<file path="config.mk">
export PLATFORM = sky130hd
export DESIGN_NAME = au_chooser
export DESIGN_NICKNAME = d
export VERILOG_FILES = /design/src/rtl/au_chooser_pkg.sv /design/src/rtl/au_unit_class.sv /design/src/rtl/au_pick_prio.sv /design/src/rtl/au_chooser.sv
export SDC_FILE = /design/constraint.sdc
export NUM_CORES = 1
export LEC_CHECK = 0
export CELL_PAD_IN_SITES_DETAIL_PLACEMENT = 0
export CELL_PAD_IN_SITES_GLOBAL_PLACEMENT = 2
export CORE_AREA = 2 2 39 41
export DETAILED_ROUTE_END_ITERATION = 16
export DIE_AREA = 0 0 41 43
export DONT_BUFFER_PORTS = 1
export HOLD_SLACK_MARGIN = 0.02
export PLACE_DENSITY = 0.74
export SLEW_MARGIN = 20
export SYNTH_ARGS = -nofsm -noshare
export SYNTH_HDL_FRONTEND = slang
export SYNTH_SLANG_ARGS = --single-unit
</file>
<file path="constraint.sdc">
create_clock -name clk -period 1.8 [get_ports clk]
set_clock_uncertainty 0.15 [all_clocks]
set_input_delay 0.36 -clock clk [delete_from_list [all_inputs] [get_ports clk]]
set_output_delay 0.36 -clock clk [all_outputs]
set_load 0.01 [all_outputs]
</file>
<file path="src/rtl/au_chooser_pkg.sv">
package au_chooser_pkg;
    localparam int AU_COUNT = 2;
    typedef enum logic [1:0] {
        CH_IDLE  = 2'd0,
        CH_OFFER = 2'd1,
        CH_FORCE = 2'd2,
        CH_HOLD  = 2'd3
    } ch_state_t;
endpackage

</file>
<file path="src/rtl/au_unit_class.sv">
module au_unit_class #(
    parameter int PID_W = 3
) (
    input  logic             busy,
    input  logic             multi,
    input  logic             attached,
    input  logic             fault,
    input  logic             granted_other,
    input  logic [PID_W-1:0] last_pid,
    input  logic [PID_W-1:0] req_pid,
    output logic             affine_ok,
    output logic             eligible,
    output logic             foreign
);
    logic usable;
    logic own_seq;

    always_comb begin
        usable    = attached && !fault && !granted_other;
        own_seq   = multi && (last_pid == req_pid);
        foreign   = multi && (last_pid != req_pid);
        affine_ok = own_seq && usable;
        eligible  = usable && !busy && !foreign;
    end
endmodule

</file>
<file path="src/rtl/au_pick_prio.sv">
module au_pick_prio
    import au_chooser_pkg::*;
(
    input  logic [AU_COUNT-1:0] affine_ok,
    input  logic [AU_COUNT-1:0] eligible,
    input  logic [AU_COUNT-1:0] foreign,
    output logic                hit,
    output logic                hit_unit,
    output logic                need_force
);
    always_comb begin
        hit      = 1'b0;
        hit_unit = 1'b0;
        if (affine_ok[0]) begin
            hit = 1'b1;
        end else if (affine_ok[1]) begin
            hit      = 1'b1;
            hit_unit = 1'b1;
        end else if (eligible[0]) begin
            hit = 1'b1;
        end else if (eligible[1]) begin
            hit      = 1'b1;
            hit_unit = 1'b1;
        end
        need_force = !hit && (&foreign);
    end
endmodule

</file>
<file path="src/rtl/au_chooser.sv">
module au_chooser
    import au_chooser_pkg::*;
#(
    parameter int PID_W = 3
) (
    input  logic                      clk,
    input  logic                      rst_n,
    input  logic                      req_valid,
    input  logic [PID_W-1:0]          req_pid,
    input  logic [AU_COUNT-1:0]       unit_busy,
    input  logic [AU_COUNT-1:0]       unit_multi,
    input  logic [AU_COUNT-1:0]       unit_attached,
    input  logic [AU_COUNT-1:0]       unit_fault,
    input  logic [AU_COUNT*PID_W-1:0] unit_last_pid,
    input  logic [AU_COUNT-1:0]       unit_granted_other,
    input  logic                      stage_accept,
    output logic                      pick_valid,
    output logic                      pick_unit,
    output logic [AU_COUNT-1:0]       unit_intr
);
    localparam int FORCE_TARGET = 0;

    logic [AU_COUNT-1:0] affine_ok;
    logic [AU_COUNT-1:0] eligible;
    logic [AU_COUNT-1:0] foreign;
    logic                hit;
    logic                hit_unit;
    logic                need_force;

    ch_state_t state_q, state_d;
    logic      unit_q, unit_d;

    for (genvar u = 0; u < AU_COUNT; u++) begin : g_class
        au_unit_class #(.PID_W(PID_W)) u_class (
            .busy          (unit_busy[u]),
            .multi         (unit_multi[u]),
            .attached      (unit_attached[u]),
            .fault         (unit_fault[u]),
            .granted_other (unit_granted_other[u]),
            .last_pid      (unit_last_pid[u*PID_W +: PID_W]),
            .req_pid       (req_pid),
            .affine_ok     (affine_ok[u]),
            .eligible      (eligible[u]),
            .foreign       (foreign[u])
        );
    end

    au_pick_prio u_prio (
        .affine_ok  (affine_ok),
        .eligible   (eligible),
        .foreign    (foreign),
        .hit        (hit),
        .hit_unit   (hit_unit),
        .need_force (need_force)
    );

    // next-state decision
    always_comb begin
        state_d = state_q;
        unit_d  = unit_q;
        unique case (state_q)
            CH_IDLE: begin
                if (req_valid && hit) begin
                    state_d = CH_OFFER;
                    unit_d  = hit_unit;
                end else if (req_valid && need_force) begin
                    state_d = CH_FORCE;
                end
            end
            CH_OFFER: begin
                if (!req_valid) begin
                    state_d = CH_IDLE;
                end else if (stage_accept) begin
                    state_d = CH_HOLD;
                end else if (unit_granted_other[unit_q]) begin
                    state_d = CH_IDLE;
                end
            end
            CH_FORCE: begin
                if (!unit_busy[FORCE_TARGET]) begin
                    state_d = CH_IDLE;
                end
            end
            CH_HOLD: begin
                if (!req_valid) begin
                    state_d = CH_IDLE;
                end
            end
            default: state_d = CH_IDLE;
        endcase
    end

    // state register
    always_ff @(posedge clk) begin
        if (!rst_n) begin
            state_q <= CH_IDLE;
            unit_q  <= 1'b0;
        end else begin
            state_q <= state_d;
            unit_q  <= unit_d;
        end
    end

    // outputs
    always_comb begin
        pick_valid = (state_q == CH_OFFER);
        pick_unit  = unit_q;
        unit_intr  = '0;
        unit_intr[FORCE_TARGET] = (state_q == CH_FORCE);
    end

    AST_INTR_U1_QUIET: assert property (@(posedge clk) disable iff (!rst_n)
        !unit_intr[1]);

    AST_NO_OFFER_DURING_INTR: assert property (@(posedge clk) disable iff (!rst_n)
        !(pick_valid && unit_intr[0]));

    AST_INTR_HELD: assert property (@(posedge clk) disable iff (!rst_n)
        unit_intr[0] && unit_busy[0] |=> unit_intr[0]);

    AST_OFFER_STABLE: assert property (@(posedge clk) disable iff (!rst_n)
        pick_valid && req_valid && !stage_accept && !unit_granted_other[pick_unit]
        |=> pick_valid && $stable(pick_unit));

    AST_WITHDRAW_DROPS: assert property (@(posedge clk) disable iff (!rst_n)
        !req_valid |=> !pick_valid);

    AST_U0_OFFER_USABLE: assert property (@(posedge clk) disable iff (!rst_n)
        $rose(pick_valid) && !pick_unit |-> $past(unit_attached[0] && !unit_fault[0]));
endmodule

</file>
==> results.sh, run 1 <==
export IMPL_synthCells=42
export IMPL_worstPathRequired_ns=1.80
export IMPL_gr_usage_all_layers_pct=8.72
export IMPL_fp_dieW_um=41
export IMPL_portBuffers=0
export IMPL_synth_area_um2=348
export IMPL_worstPathMaxFanout=5
export IMPL_final_max_slew_viol_count=0
export IMPL_viasPerCell=5.66
export IMPL_critPathBufInv=0
export IMPL_wl_per_cell_um=12.8
export IMPL_final_common_cell="xnor2_1"
export IMPL_synth_top_area_share_pct=17.3
export IMPL_cts_buffers=3
export IMPL_routabilityCongestion=0.664
export IMPL_yosys_warnings=0
export IMPL_drive_gt1_share_pct=15.6
export IMPL_power_uw=235
export IMPL_p_per_area_nw_per_um2=607
export IMPL_r2r_cells=4
export IMPL_root_buffer="clkbuf_4"
export IMPL_dr_pass1_iters=4
export IMPL_routed_wl_um=782
export IMPL_cts_max_level=1
export IMPL_swShare_pct=25.6
export IMPL_yosysUniqueCellTypes=26
export IMPL_final_setup_viol_count=0
export IMPL_seqPwrFrac_pct=30.0
export IMPL_cts_clk_slew_worst_paths_ns=0.04
export IMPL_path_cells="nor3b_2 > nand2_1 > o22a_1 > o31ai_2"
export IMPL_cts_resized=0
export IMPL_num_antenna_cells=0
export IMPL_rrSetupSlack_ns=0.34
export IMPL_grt_pass1_wl_um=1010
export IMPL_synth_fp_nets=65
export IMPL_grt_max_degree=6
export IMPL_final_cell_mix="xnor2_1, nand2_1, nand4_1, clkbuf_4, dfxtp_1"
export IMPL_period_share_pct=80.9
export IMPL_grt_antenna_before_repair=0
export IMPL_dpl_hpwl_um=686
export IMPL_drt_initial_drc_count=13
export IMPL_core_area_um2=1380
export IMPL_ioPinCount=27
export IMPL_fin_tns_setup_ns=0
export IMPL_status="finished, final reports clean"
export IMPL_fin_util_pct=27.9
export IMPL_critPathLaunchType="flop"
export IMPL_place_inst=57
export IMPL_vdd_drop_max_mv=0.142
export IMPL_synth_top_cell_by_area="dfxtp_1"
export IMPL_fin_nets=69
export IMPL_finalNonFillerCells=61
export IMPL_initial_core_util_pct=25.1
export IMPL_dieArea_um2=1760
export IMPL_ys_seq_elements=3
export IMPL_seq_area_frac_synth_pct=17.3
export IMPL_cp_top_family="simple AND/OR/NAND/NOR gates"
export IMPL_p_comb_share_pct=20.8
export IMPL_syn_avg_cell_area_um2=8.28
export IMPL_switchingPower_uw=60.0
export IMPL_p_int_uw=175
export IMPL_ctsHoldBuffers=0
export IMPL_dieHeight_um=43
export IMPL_whs_ns=0.103
export IMPL_r2r_start="state_q[0]"
export IMPL_cp_slowest_cell="nor3b_2"
export IMPL_crit_type="reg2reg"
export IMPL_hold_path_end="state_q[0]"
export IMPL_post_cts_repair_setup_buffers=0
export IMPL_nFillCells=159
export IMPL_insertion_delay_ns=0.23
export IMPL_leakagePower_nw=0.126
export IMPL_overflow=0
export IMPL_hold_start="rst_n"
export IMPL_drv_cap=0
export IMPL_grt_pass1_vias=281
export IMPL_drcViolationCount=0
export IMPL_end_kind="flop"
export IMPL_cts_sinks=3
export IMPL_clockBufferDepth=2
export IMPL_p_clk_share_pct=49.2
export IMPL_seq_area_um2=60.1
export IMPL_final_hold_viol_count=0
export IMPL_hold_depth=2
export IMPL_rsz0062_at_grt="false"
export IMPL_fmax_mhz=687
export IMPL_hold_path_class="in2reg"
export IMPL_worstReg2RegEnd="pick_unit"
export IMPL_period_needed_ns=1.46
export IMPL_route_vias_total=345
export IMPL_drt_antenna_violating_nets=0
export IMPL_ys_top_cells_by_area="dfxtp_1, xnor2_1, nand2_1"
export IMPL_multi_input_area_um2=280
export IMPL_slowest_delay_ns=0.36
export IMPL_area_growth_pct=11.2
export IMPL_cts_tree="built"
export IMPL_cp_arrival_ns=1.46
export IMPL_num_rows=14
-- logic make-up (layout without fill, tap and decap cells) --
kind of cell	Yosys count	after routing	synth area share (%)
AOI/OAI and AO/OA	12	12	28.8
xor gates and xnor gates	6	6	15.1
buffers and inverters	1	4	2.16
DFF	3	3	17.3
muxes	1	1	2.88
other	1	1	1.08
and+or+nand+nor	18	18	32.7
-- power groups by stage --
| stage | Sequential [mW] | Clock, mW | Combinational, mW |
|---|---|---|---|
| floorplan | 0.0709 | 0 | 0.0437 |
| global placement | 0.0712 | 0 | 0.0495 |
| detailed placement | 0.0713 | 0 | 0.0490 |
| CTS | 0.0703 | 0.120 | 0.0491 |
| global route | 0.0703 | 0.123 | 0.0539 |
| finish | 0.0703 | 0.115 | 0.0489 |
-- worst max path at each step --
stage / startpoint / end / slack (ns) / depth (start not counted)
2_1_floorplan: unit_fault[0] / pick_unit / 0.33 / 4
6_report: state_q[0] / pick_unit / 0.34 / 4
4_1_cts: state_q[1] / unit_intr[0] / 0.34 / 1
5_1_grt: state_q[0] / pick_unit / 0.27 / 4
3_5_place_dp: unit_fault[0] / pick_unit / 0.29 / 4
3_3_place_gp: unit_fault[0] / pick_unit / 0.31 / 4
-- cell type report --
class,count,share of cell area (%)
clock buffers,4,6.80
multi-input cells,38,72.5
well taps,16,5.18
flip-flops and latches,3,15.5
-- per-stage QoR --
step	instance area (um2)	setup WS (ns)
6_report	387	0.344
5_1_grt	387	0.269
4_1_cts	387	0.336
3_5_place_dp	360	0.291
3_3_place_gp	360	0.305
2_1_floorplan	348	0.334
-- per-layer routing --
layer	track usage [%]	share of wire [%]
met5	0	0
met4	8.00	0
met3	0	16
met2	10.6	41
met1	13.1	42
-- flip-flops by register name, summed over array words and instances, names as in the netlist --
register / flops
state_q: 2
pick_unit: 1
-- Yosys cell counts (all sizes together) --
library cell / instances
dfxtp: 3
o22a: 1
o211ai: 1
nand3: 1
or3b: 1
a22o: 1
nor2b: 2
nor3b: 2
conb: 1
o2bb2ai: 1
nand4: 3
o31ai: 2
mux2i: 1
nand2b: 1
o221ai: 1
buf: 1
nand2: 5
nor2: 2
xnor2: 6
and2: 1
o311ai: 1
a41oi: 2
a21oi: 1
a31oi: 1
Power figures use the tool's default switching activity.
==> run 2: changes to the inputs <==
==> constraint.sdc (replaced) <==
create_clock -name clk -period 1.37 [get_ports clk]
set_clock_uncertainty 0.15 [all_clocks]
set_input_delay 0.274 -clock clk [delete_from_list [all_inputs] [get_ports clk]]
set_output_delay 0.274 -clock clk [all_outputs]
set_load 0.01 [all_outputs]
==> run 2 against run 1 <==
- hold slack worse by 0.062 ns
- total power grew 42%
- sequential share of layout area decreased by 2.7 points
- final cell count rose by 13%
- critical endpoint is now unit_intr[0]
- highest routed layer unchanged
==> results.sh, run 2 (synthesis results as in run 1) <==
export IMPL_status="finished, final reports clean"
export IMPL_dieArea_um2=1760
export IMPL_core_area_um2=1380
export IMPL_num_antenna_cells=0
export IMPL_crit_type="reg2out"
export IMPL_final_max_slew_viol_count=0
export IMPL_cts_clk_slew_worst_paths_ns=0.04
export IMPL_hold_path_class="in2reg"
export IMPL_drv_cap=0
export IMPL_cts_max_level=1
export IMPL_dpl_hpwl_um=742
export IMPL_placed_area_um2=405
export IMPL_drt_antenna_violating_nets=0
export IMPL_drive_gt1_share_pct=32.1
export IMPL_hold_depth=1
export IMPL_hold_start="rst_n"
export IMPL_ioPinCount=27
export IMPL_viasPerCell=5.28
export IMPL_worstReg2RegEnd="pick_unit"
export IMPL_design_area_um2=478
export IMPL_rrSetupSlack_ns=0.03
export IMPL_overflow=0
export IMPL_rsz0062_at_grt="true"
export IMPL_end_kind="output port"
export IMPL_root_buffer="clkbuf_4"
export IMPL_fin_util_pct=34.5
export IMPL_final_common_cell="xnor2_1"
export IMPL_area_growth_pct=37.4
export IMPL_grt_pass1_vias=334
export IMPL_dr_pass1_iters=2
export IMPL_routed_wl_um=894
export IMPL_worstPathRequired_ns=0.95
export IMPL_cts_sinks=3
export IMPL_cp_arrival_ns=0.93
export IMPL_place_inst=63
export IMPL_fmax_mhz=736
export IMPL_power_uw=334
export IMPL_fin_tns_setup_ns=0
export IMPL_cts_tree="built"
export IMPL_routabilityCongestion=0.693
export IMPL_regMostFlops="state_q"
export IMPL_r2r_start="state_q[1]"
export IMPL_leakagePower_nw=0.171
export IMPL_wl_per_cell_um=13.0
export IMPL_insertion_delay_ns=0.23
export IMPL_clockBufferDepth=2
export IMPL_grt_max_degree=6
export IMPL_portBuffers=0
export IMPL_drcViolationCount=0
export IMPL_initial_core_util_pct=25.1
export IMPL_period_needed_ns=1.36
export IMPL_gr_usage_all_layers_pct=10.5
export IMPL_worstPathMaxFanout=4
export IMPL_cts_buffers=3
export IMPL_grt_antenna_before_repair=0
export IMPL_fin_nets=77
export IMPL_finalNonFillerCells=69
export IMPL_critPathLaunchType="flop"
export IMPL_hold_path_end="state_q[1]"
export IMPL_largest_reg_flops=2
export IMPL_route_vias_total=364
export IMPL_vdd_drop_max_mv=0.189
export IMPL_grt_pass1_wl_um=1240
export IMPL_r2r_cells=5
export IMPL_p_per_area_nw_per_um2=699
export IMPL_drt_initial_drc_count=4
export IMPL_final_cell_mix="xnor2_1, nand2_1, buf_4"
export IMPL_nFillCells=156
export IMPL_num_rows=14
export IMPL_fp_dieW_um=41
export IMPL_period_share_pct=99.2
export IMPL_dieHeight_um=43
export IMPL_final_hold_viol_count=0
export IMPL_final_setup_viol_count=0
## run 2: cell types whose count changed in the layout (fill, tap and decap cells not counted), sizes merged
cell	delta
buf	+7
dlygate4sd3	+1
## run 2: timing repair
item                       in CTS  in global routing
gates resized for setup         3                  5
hold buffers                    1                  0
pin swaps                       0                  2
hold endpoints to repair        1                  0
cloned                          0                  0
setup endpoints to repair       1                  4
setup buffers                   0                  1
## run 2: per-stage QoR
stage / hold slack, ns / worst slack, ns
2_1_floorplan: 0.240 / 0.00888
3_3_place_gp: 0.258 / -0.0136
3_5_place_dp: 0.249 / -0.0595
4_1_cts: 0.0322 / 0.00248
5_1_grt: 0.0344 / -0.0480
6_report: 0.0404 / 0.0113
## run 2: critical path, stage by stage (launching register included)
cell and delay (ns):
dfxtp_2 0.35, buf_6 0.11, nor2b_4 0.14, buf_6 0.11
## run 2: area by class of cell
| class | count | area (um2) | share of cell area (%) |
|---|---|---|---|
| sequential | 3 | 61.3 | 12.8 |
| clock buffer | 4 | 26.3 | 5.50 |
| multi-input combinational | 38 | 297 | 62.0 |
| tap | 16 | 20.0 | 4.19 |
| timing repair buffer | 8 | 73.8 | 15.4 |
## run 2: report_power, final
part           internal (mW)  switching [mW]  leakage, nW  total [mW]
logic                 0.0503          0.0398        0.131      0.0901
registers             0.0902         0.00225       0.0247      0.0924
clock network          0.109          0.0426       0.0150       0.152
## run 2: how the worst max path moves through the flow
stage | startpoint | to | slack [ns] | cells after the start
3_5_place_dp | unit_fault[0] | pick_unit | -0.06 | 4
5_1_grt | state_q[1] | pick_unit | -0.05 | 5
4_1_cts | state_q[0] | pick_unit | 0.002 | 5
6_report | state_q[1] | unit_intr[0] | 0.01 | 3
3_3_place_gp | req_pid[1] | pick_unit | -0.01 | 4
2_1_floorplan | unit_fault[0] | pick_unit | 0.009 | 4
## run 2: routing by layer
metal / vias to the layer above / track usage [%] / wire length [um]
li1: 185 / - / -
met1: 155 / 15.0 / 419
met2: 24 / 13.1 / 375
met3: 0 / 2.09 / 100
met4: 0 / 8.00 / 0
met5: - / 0 / 0
==> run 3: changes to the inputs <==
--- a/config.mk
+++ b/config.mk
@@ -12,7 +12,9 @@
 export DIE_AREA = 0 0 41 43
 export DONT_BUFFER_PORTS = 1
 export HOLD_SLACK_MARGIN = 0.02
+export MAX_ROUTING_LAYER = met4
 export PLACE_DENSITY = 0.74
+export REMOVE_ABC_BUFFERS = 1
 export SLEW_MARGIN = 20
 export SYNTH_ARGS = -nofsm -noshare
 export SYNTH_HDL_FRONTEND = slang
==> run 3 against run 2 <==
- the run now ends with setup timing left
- global-route usage is 1.3 points higher
- worst setup slack worse by 0.012 ns
- fmax fell by 0.84%
- sequential share of layout area grew 0.10 points
- register-to-register slack is essentially flat
- combinational power shrank 0.7%
- clock power hardly changed
- via count grew 3.8%
- final cell count unchanged
- sequential power about the same
==> results.sh, run 3 (synthesis results as in run 1) <==
export IMPL_status="finished with violations"
export IMPL_violations="setup timing"
export IMPL_clockBufferDepth=2
export IMPL_cp_top_family="flip-flops"
export IMPL_dieHeight_um=43
export IMPL_route_vias_total=378
export IMPL_cts_clk_slew_worst_paths_ns=0.04
export IMPL_viasPerCell=5.48
export IMPL_overflow=0
export IMPL_rsz0062_at_grt="true"
export IMPL_final_hold_viol_count=0
export IMPL_p_per_area_nw_per_um2=707
export IMPL_path_cells="buf_4 > nor2b_4 > buf_6"
export IMPL_worstPathRequired_ns=0.95
export IMPL_portBuffers=0
export IMPL_insertion_delay_ns=0.23
export IMPL_cts_sinks=3
export IMPL_ioPinCount=27
export IMPL_final_max_slew_viol_count=0
export IMPL_largest_reg_flops=2
export IMPL_whs_ns=0.0321
export IMPL_cp_slowest_cell="dfxtp_2"
export IMPL_leakagePower_nw=0.170
export IMPL_grt_pass1_wl_um=1390
export IMPL_wl_per_cell_um=12.8
export IMPL_switchingPower_uw=86.4
export IMPL_worstPathMaxFanout=4
export IMPL_p_int_uw=249
export IMPL_core_area_um2=1380
export IMPL_routabilityCongestion=0.679
export IMPL_area_growth_pct=36.3
export IMPL_critPathLaunchType="flop"
export IMPL_p_clk_share_pct=45.8
export IMPL_critPathBufInv=2
export IMPL_swShare_pct=25.8
export IMPL_root_buffer="clkbuf_4"
export IMPL_fmax_mhz=730
export IMPL_period_needed_ns=1.37
export IMPL_seqPwrFrac_pct=27.5
export IMPL_drt_initial_drc_count=3
export IMPL_drv_cap=0
export IMPL_fin_nets=77
export IMPL_initial_core_util_pct=25.1
export IMPL_placed_area_um2=405
export IMPL_num_rows=14
export IMPL_dpl_hpwl_um=751
export IMPL_cts_buffers=3
export IMPL_layout_setup_ws_ns=-0.000244
export IMPL_gr_usage_all_layers_pct=11.8
export IMPL_final_setup_viol_count=1
export IMPL_grt_max_degree=6
export IMPL_final_common_cell="xnor2_1"
export IMPL_cts_max_level=1
export IMPL_cp_arrival_ns=0.95
export IMPL_final_cell_mix="xnor2_1, nand2_1, buf_4, nand4_1, clkbuf_4"
export IMPL_p_comb_share_pct=26.7
export IMPL_routed_wl_um=886
export IMPL_regMostFlops="state_q"
export IMPL_vdd_drop_max_mv=0.173
export IMPL_grt_antenna_before_repair=0
export IMPL_cts_tree="built"
export IMPL_grt_pass1_vias=399
export IMPL_dr_pass1_iters=3
export IMPL_design_area_um2=474
export IMPL_drt_antenna_violating_nets=0
export IMPL_hold_path_class="in2reg"
export IMPL_end_kind="output port"
export IMPL_drcViolationCount=0
export IMPL_num_antenna_cells=0
export IMPL_slowest_delay_ns=0.34
export IMPL_drive_gt1_share_pct=32.1
export IMPL_dieArea_um2=1760
export IMPL_period_share_pct=100
export IMPL_crit_type="reg2out"
export IMPL_fp_dieW_um=41
[run 3: path summary, 6_finish.rpt]
path / to / slack, ns / cells past startpoint / from
setup / recovery: unit_intr[0] / -0.0002 / 3 / state_q[1]
hold / removal: state_q[1] / 0.03 / 1 / rst_n
setup reg to reg: pick_unit / 0.03 / 5 / state_q[1]
hold reg to reg: state_q[0] / 0.54 / 3 / state_q[0]
[run 3: per-layer routing]
metal / share of wire, % / vias to the layer above / GRT usage [%] / routed length, um
met5: 0 / - / - / 0
met1: 43 / 172 / 15.0 / 384
met4: 0 / 0 / 8.00 / 0
met3: 13 / 0 / 0.524 / 114
li1: - / 182 / - / -
met2: 44 / 24 / 17.2 / 387
[run 3: area by class of cell]
type | instances | area, um2
fillers | 156 | 910
multi-input cells | 38 | 297
repair buffers | 8 | 70.1
flip-flops and latches | 3 | 61.3
clock buffers | 4 | 26.3
well taps | 16 | 20.0
[run 3: worst register-to-register path, cell delays in order (launching register included)]
cell	delay (ns)
dfxtp_2	0.32
nor3b_4	0.23
buf_6	0.14
nand2b_4	0.05
o22a_1	0.20
o31ai_2	0.17
[run 3: stage by stage]
step	setup WS, ns	cells	power [mW]	setup TNS, ns	utilization [%]
floorplan	-0.0104	41	0.149	-0.0104	-
global placement	-0.0311	63	0.171	-0.0311	29.3
detailed placement	-0.0459	63	0.171	-0.0506	29.3
CTS	-0.000448	68	0.335	-0.000448	32.5
global route	-0.0397	69	0.362	-0.141	34.3
finish	-0.000244	69	0.335	-0.000244	34.3
[run 3: timing repair]
item	in CTS	in global routing
hold buffers	1	0
pin swaps	0	3
endpoints found under the setup margin	2	5
resized for setup	3	4
endpoints found under the hold margin	1	0
buffers inserted	0	1
[run 3: power by group through the flow]
| stage | registers, mW | logic, mW | clock network (mW) |
|---|---|---|---|
| floorplan | 0.0932 | 0.0553 | 0 |
| global placement | 0.0924 | 0.0781 | 0 |
| detailed placement | 0.0924 | 0.0785 | 0 |
| CTS | 0.0913 | 0.0829 | 0.161 |
| global route | 0.0921 | 0.0996 | 0.170 |
| finish | 0.0921 | 0.0895 | 0.154 |
